--- src/rtl/ivu_pkg.sv ---
package ivu_pkg;
    localparam int NUM_SRC = 6;
    localparam int IDX_W   = $clog2(NUM_SRC);

    localparam int SRC_EXT0 = 0;
    localparam int SRC_TMR0 = 1;
    localparam int SRC_EXT1 = 2;
    localparam int SRC_TMR1 = 3;
    localparam int SRC_SER  = 4;
    localparam int SRC_TMR2 = 5;

    // sources the hardware always clears on vectoring
    localparam logic [NUM_SRC-1:0] ALWAYS_CLR =
        (NUM_SRC'(1) << SRC_TMR0) | (NUM_SRC'(1) << SRC_TMR1);

    typedef enum logic [0:0] {
        ST_POLL = 1'b0,
        ST_CALL = 1'b1
    } ivu_state_e;
endpackage

--- src/rtl/ivu_sampler.sv ---
module ivu_sampler #(
    parameter int WIDTH = 6
) (
    input  logic             clk,
    input  logic             rst_n,
    input  logic [WIDTH-1:0] flags_in,
    output logic [WIDTH-1:0] flags_q
);
    always_ff @(posedge clk or negedge rst_n) begin
        if (!rst_n) flags_q <= '0;
        else        flags_q <= flags_in;
    end
endmodule

--- src/rtl/ivu_arbiter.sv ---
module ivu_arbiter
    import ivu_pkg::*;
(
    input  logic               clk,
    input  logic               rst_n,
    input  logic               poll_en,
    input  logic [NUM_SRC-1:0] flags_q,
    input  logic [NUM_SRC-1:0] src_en,
    input  logic [NUM_SRC-1:0] src_hi_pri,
    input  logic               glob_en,
    input  logic               instr_last,
    input  logic               instr_reti,
    input  logic               instr_ie_ip,
    input  logic [1:0]         in_service,
    output logic               grant,
    output logic               grant_hi,
    output logic [IDX_W-1:0]   grant_idx
);
    logic [NUM_SRC-1:0] cand, hi_cand, lo_cand;
    logic [IDX_W-1:0]   hi_idx, lo_idx;
    logic               boundary_ok, hi_ok, lo_ok;

    assign cand    = flags_q & src_en & {NUM_SRC{glob_en}};
    assign hi_cand = cand & src_hi_pri;
    assign lo_cand = cand & ~src_hi_pri;

    // fixed order: lowest bit index wins within a level
    always_comb begin
        hi_idx = '0;
        lo_idx = '0;
        for (int i = NUM_SRC - 1; i >= 0; i--) begin
            if (hi_cand[i]) hi_idx = IDX_W'(i);
            if (lo_cand[i]) lo_idx = IDX_W'(i);
        end
    end

    assign boundary_ok = instr_last && !instr_reti && !instr_ie_ip;
    assign hi_ok = (|hi_cand) && !in_service[1];
    assign lo_ok = (|lo_cand) && (in_service == 2'b00);

    always_comb begin
        grant     = 1'b0;
        grant_hi  = 1'b0;
        grant_idx = '0;
        if (poll_en && boundary_ok) begin
            if (hi_ok) begin
                grant     = 1'b1;
                grant_hi  = 1'b1;
                grant_idx = hi_idx;
            end else if (lo_ok) begin
                grant     = 1'b1;
                grant_idx = lo_idx;
            end
        end
    end

    assert_grant_boundary_R3: assert property (@(posedge clk) disable iff (!rst_n)
        grant |-> instr_last);
    assert_grant_not_reti_R4: assert property (@(posedge clk) disable iff (!rst_n)
        grant |-> (!instr_reti && !instr_ie_ip));
    assert_grant_is_enabled_R2: assert property (@(posedge clk) disable iff (!rst_n)
        grant |-> (glob_en && flags_q[grant_idx] && src_en[grant_idx]));
    assert_level_block_R5: assert property (@(posedge clk) disable iff (!rst_n)
        (grant && !grant_hi) |-> (in_service == 2'b00));
endmodule

--- src/rtl/ivu_level_track.sv ---
module ivu_level_track (
    input  logic       clk,
    input  logic       rst_n,
    input  logic       set_en,
    input  logic       set_hi,
    input  logic       clr_en,
    output logic [1:0] in_service
);
    logic [1:0] isv_q, isv_d;

    always_comb begin
        isv_d = isv_q;
        if (clr_en) begin
            if (isv_q[1]) isv_d[1] = 1'b0;
            else          isv_d[0] = 1'b0;
        end
        if (set_en) begin
            if (set_hi) isv_d[1] = 1'b1;
            else        isv_d[0] = 1'b1;
        end
    end

    always_ff @(posedge clk or negedge rst_n) begin
        if (!rst_n) isv_q <= 2'b00;
        else        isv_q <= isv_d;
    end

    assign in_service = isv_q;

    assert_set_hi_R9: assert property (@(posedge clk) disable iff (!rst_n)
        (set_en && set_hi) |=> isv_q[1]);
    assert_set_lo_R9: assert property (@(posedge clk) disable iff (!rst_n)
        (set_en && !set_hi) |=> isv_q[0]);
    assert_clr_top_R9: assert property (@(posedge clk) disable iff (!rst_n)
        (clr_en && !set_en && isv_q[1]) |=> (!isv_q[1] && isv_q[0] == $past(isv_q[0])));
endmodule

--- src/rtl/intr_vector_unit.sv ---
module intr_vector_unit
    import ivu_pkg::*;
#(
    parameter logic [15:0] VEC_FIRST = 16'h0003,
    parameter logic [15:0] VEC_STEP  = 16'h0008
) (
    input  logic         clk,
    input  logic         rst_n,
    input  logic [5:0]   req_flags,
    input  logic [5:0]   src_en,
    input  logic [5:0]   src_hi_pri,
    input  logic         glob_en,
    input  logic [1:0]   ext_edge,
    input  logic         instr_last,
    input  logic         instr_reti,
    input  logic         instr_ie_ip,
    input  logic         reti_done,
    output logic         call_req,
    output logic [15:0]  call_vector,
    output logic [5:0]   flag_clr,
    output logic [1:0]   in_service
);
    ivu_state_e         state_q, state_d;
    logic [IDX_W-1:0]   sel_idx_q, sel_idx_d;
    logic               sel_hi_q, sel_hi_d;
    logic [NUM_SRC-1:0] flags_q;
    logic               grant, grant_hi;
    logic [IDX_W-1:0]   grant_idx;
    logic [NUM_SRC-1:0] clr_ok;

    ivu_sampler #(.WIDTH(NUM_SRC)) u_sample (
        .clk      (clk),
        .rst_n    (rst_n),
        .flags_in (req_flags),
        .flags_q  (flags_q)
    );

    ivu_arbiter u_arb (
        .clk         (clk),
        .rst_n       (rst_n),
        .poll_en     (state_q == ST_POLL),
        .flags_q     (flags_q),
        .src_en      (src_en),
        .src_hi_pri  (src_hi_pri),
        .glob_en     (glob_en),
        .instr_last  (instr_last),
        .instr_reti  (instr_reti),
        .instr_ie_ip (instr_ie_ip),
        .in_service  (in_service),
        .grant       (grant),
        .grant_hi    (grant_hi),
        .grant_idx   (grant_idx)
    );

    ivu_level_track u_lvl (
        .clk        (clk),
        .rst_n      (rst_n),
        .set_en     (state_q == ST_CALL),
        .set_hi     (sel_hi_q),
        .clr_en     (reti_done),
        .in_service (in_service)
    );

    // next-state logic
    always_comb begin
        state_d   = state_q;
        sel_idx_d = sel_idx_q;
        sel_hi_d  = sel_hi_q;
        unique case (state_q)
            ST_POLL: begin
                if (grant) begin
                    state_d   = ST_CALL;
                    sel_idx_d = grant_idx;
                    sel_hi_d  = grant_hi;
                end
            end
            ST_CALL: state_d = ST_POLL;
            default: state_d = ST_POLL;
        endcase
    end

    // state register
    always_ff @(posedge clk or negedge rst_n) begin
        if (!rst_n) begin
            state_q   <= ST_POLL;
            sel_idx_q <= '0;
            sel_hi_q  <= 1'b0;
        end else begin
            state_q   <= state_d;
            sel_idx_q <= sel_idx_d;
            sel_hi_q  <= sel_hi_d;
        end
    end

    // outputs
    always_comb begin
        clr_ok           = ALWAYS_CLR;
        clr_ok[SRC_EXT0] = ext_edge[0];
        clr_ok[SRC_EXT1] = ext_edge[1];
        call_req    = 1'b0;
        call_vector = 16'h0000;
        flag_clr    = '0;
        unique case (state_q)
            ST_POLL: ;
            ST_CALL: begin
                call_req    = 1'b1;
                call_vector = VEC_FIRST + VEC_STEP * 16'(sel_idx_q);
                flag_clr    = (NUM_SRC'(1) << sel_idx_q) & clr_ok;
            end
            default: ;
        endcase
    end

    assert_call_single_R1: assert property (@(posedge clk) disable iff (!rst_n)
        call_req |=> !call_req);
    assert_clr_in_call_R8: assert property (@(posedge clk) disable iff (!rst_n)
        (|flag_clr) |-> call_req);
    assert_clr_onehot_R8: assert property (@(posedge clk) disable iff (!rst_n)
        $onehot0(flag_clr));
    assert_vector_form_R7: assert property (@(posedge clk) disable iff (!rst_n)
        call_req |-> (call_vector[2:0] == 3'd3 && call_vector < 16'h0030));
    assert_idle_vector_R7: assert property (@(posedge clk) disable iff (!rst_n)
        !call_req |-> (call_vector == 16'h0000));
endmodule

--- config.mk ---
export PLATFORM = sky130hd
export DESIGN_NAME = intr_vector_unit
export DESIGN_NICKNAME = d
export VERILOG_FILES = /design/src/rtl/ivu_pkg.sv /design/src/rtl/ivu_sampler.sv /design/src/rtl/ivu_arbiter.sv /design/src/rtl/ivu_level_track.sv /design/src/rtl/intr_vector_unit.sv
export SDC_FILE = /design/constraint.sdc
export NUM_CORES = 1
export LEC_CHECK = 0
export BUFFER_PORTS_ARGS = -buffer_cell sky130_fd_sc_hd__buf_2
export CORE_MARGIN = 5
export CORE_UTILIZATION = 43
export DETAILED_ROUTE_END_ITERATION = 6
export PLACE_DENSITY = 0.75
export SYNTH_ARGS = -nofsm -noshare
export SYNTH_HDL_FRONTEND = slang
export SYNTH_HIERARCHICAL = 1
export SYNTH_SLANG_ARGS = --single-unit
export TNS_END_PERCENT = 5
--- constraint.sdc ---
create_clock -name clk -period 2.2 [get_ports clk]
set_input_delay 0.11 -clock clk [delete_from_list [all_inputs] [get_ports clk]]
set_output_delay 0.11 -clock clk [all_outputs]
set_load 0.1 [all_outputs]
==> results.md <==
- EDFF count, synth: 0
- Drt pass-1 iters: 4
- Clock-pin transition on the worst setup and hold timing paths: 70 ps
- Yosys top cell by area: dfrtp_1
- Synth top cells by count: 15 x buf_4, 13 x dfrtp_1, 5 x nor2_1
- Global Route Usage Sum: 0.139
- Post-route insts no fill: 166
- Detail Route Antenna Nets: 0
- Clock sink total: 13
- Global placer's final weighted congestion: 0.743
- Number of buffers added on ports: 38
- DP HPWL: 1760 µm
- Vias per cell: 4.93
- Most used routing layer: met2
- Initial Util: 0.461
- Tmin final: 1830 ps
- Hold Fails Final Rpt: 0
- Fill cell count: 189
- Post-layout util: 0.600
- Cells after DPL: 155
- Reg2Reg Capture Point: sel_idx_q[2]
- Area fraction of the dominant cell type after synthesis: 0.349
- WL/cell: 13.2 µm
- Max-Cap Viols: 0
- Area Overhead vs Synth: 30.1%
- Status: finished clean
- Detailed-route via count: 818
- FP Rows: 16
- Critical path type: register to register
- Post-synth ARST share: 1.00
- Num CTS Buffers: 3
- Synth cell types: 35
- Peak supply drop: 448 µV
- Hold WC Path Type: input pin to register
- Clock Skew: 5.08 ps
- RSZ-0062 raised after global routing: false
- Share of layout cells above drive strength 1: 0.489
- Primary FF master, synth: dfrtp_1
- F_max: 546 MHz
- PwrDens: 532 mW/mm²
- CP max FO: 5
- Seq/Total Area, Yosys: 0.349
- Syn_area_per_cell: 9.81 µm²
- DRT iter0 DRCs: 16
- Crit path from: u_lvl/in_service[1]
- Die H: 56.6 µm
- Clock root buffer: clkbuf_4
- CTS tree: built
- Grt met1 use: 0.169
- Leakage: 0.000585 µW
- GR Util met3: 0.0321
- # IOs: 52
- Pin count of the biggest net entering global routing: 14
- Setup bufs post-CTS: 0
- CP Launch Type: register
- Crit end category: register
- Count of final setup violators: 0
- Post-Synthesis Cell Area: 932 µm²
- Critical path arrival: 1990 ps
- Die area: 0.00320 mm²
- Setup_tns: 0 ps
- Worst R2R Path Depth: 5
- DRC errors left: 0
- Hold path start: reti_done
- Total grt overflow: 0
- Worst EP required: 2350 ps
- Count leader, synth: buf_4
- Die width: 56.6 µm
- Initial antenna violation count: 0
- Max-slew violations: 0
- Cell count after synthesis: 95
- First-pass GRT wire length: 3480 µm
- Hold Slack: 25.6 ps
- FF-to-FF Start: u_lvl/in_service[1]
- YS warnings: 6
- Clock Path Buffers: 2
- Synth area leaders: dfrtp_1 35%, buf_4 12%, mux2_4 6.4%
- Hold Path Sink: u_lvl/in_service[1]
- Layout Nets: 167
- Drt total wl: 2190 µm
- H-tree depth: 1
- GR Util met2: 0.234
- Vias in the first global route: 802
- Antenna diodes: 0
- Period Utilization, post-route: 0.833
- Hold path depth: 2
- Clock Latency Late Sink: 270 ps
- Flops & latches, synth: 13
- Worst reg-to-reg setup slack: 370 ps
- Core area: 0.00202 mm²
worst max-delay path: stages (launching register included):
cell	delay (ps)
dfrtp_1	420
nor4b_1	300
nand2_1	190
a21oi_2	130
nor2b_2	330
mux2_4	330
power breakdown:
group | switching [µW] | internal, µW | total [µW] | leakage, µW
logic | 182 | 56.4 | 238 | 0.000405
registers | 13.5 | 250 | 264 | 0.000165
clock network | 73.2 | 70.2 | 143 | 0.0000150
total | 269 | 377 | 645 | 0.000585
cell families after synthesis:
family	count (synthesis)	share of synthesized area
flops	13	0.349
simple gates	45	0.340
other cells	1	0.00402
buf+inv	21	0.161
mux	4	0.0644
compound gates	11	0.0819
cells in the final DEF (no fill, tap or decap):
| master | count |
|---|---|
| buf_2 | 38 |
| conb_1 | 13 |
| dfrtp_1 | 12 |
| dlygate4sd3_1 | 7 |
| nor2_2 | 5 |
| inv_1 | 4 |
| mux2_4 | 4 |
| nand4_1 | 4 |
| nand2_1 | 4 |
| nand2b_1 | 3 |
| clkbuf_4 | 3 |
| nand4_2 | 3 |
| nor2_1 | 3 |
| nand3b_1 | 2 |
| nor4_4 | 2 |
| and2_2 | 2 |
| nand3_1 | 2 |
| and4b_1 | 2 |
| nor2_4 | 2 |
| nand3_2 | 2 |
| a21oi_1 | 2 |
| o21ai_0 | 2 |
| nor3_1 | 2 |
| nor3b_4 | 1 |
| nor2b_2 | 1 |
| clkbuf_1 | 1 |
| dfrtp_2 | 1 |
| nor3_2 | 1 |
| nor4b_1 | 1 |
| nand4b_1 | 1 |
| o22ai_1 | 1 |
| and4_2 | 1 |
| a21bo_2 | 1 |
| a32oi_1 | 1 |
| a31oi_1 | 1 |
| nor2b_1 | 1 |
| a21o_1 | 1 |
| a21oi_2 | 1 |
| a22o_1 | 1 |
per-layer routing:
layer  up-vias  part of all wire
met2        32              0.52
li1        401                 -
met1       383              0.41
met4         0            0.0078
met5         -                 0
met3         2             0.064
metrics by stage:
step                      worst slack, ps  power [µW]  cell area [µm²]
after floorplan                      85.4         472             1020
after global placement                276         492             1110
after detailed placement              210         496             1110
after CTS                             227         651             1210
after global routing                  143         678             1210
final                                 368         645             1210
flip-flops by register name (all words and copies together), names as in the netlist:
register and cells:
u_lvl/in_service 2, sel_idx_q 3, state_q 1, u_sample/flags_q 6, sel_hi_q 1
cell type report:
type | instances | area, µm² | share of cell area
clock buffers | 4 | 26.3 | 0.0217
inverters | 4 | 15.0 | 0.0124
multi-input cells | 73 | 551 | 0.454
flip-flops and latches | 13 | 327 | 0.269
well taps | 27 | 33.8 | 0.0279
repair buffers | 45 | 260 | 0.215
what timing repair did:
action	4_1_cts	5_1_grt
endpoints found under the hold margin	19	0
gates resized for setup	0	1
endpoints found under the setup margin	0	4
hold buffers	7	0
worst max path at each step:
stage                   end
2_1_floorplan      sel_hi_q
3_3_place_gp   sel_idx_q[2]
3_5_place_dp   sel_idx_q[2]
4_1_cts        sel_idx_q[2]
5_1_grt        sel_idx_q[2]
6_report       sel_idx_q[2]
Power figures use the tool's default switching activity.
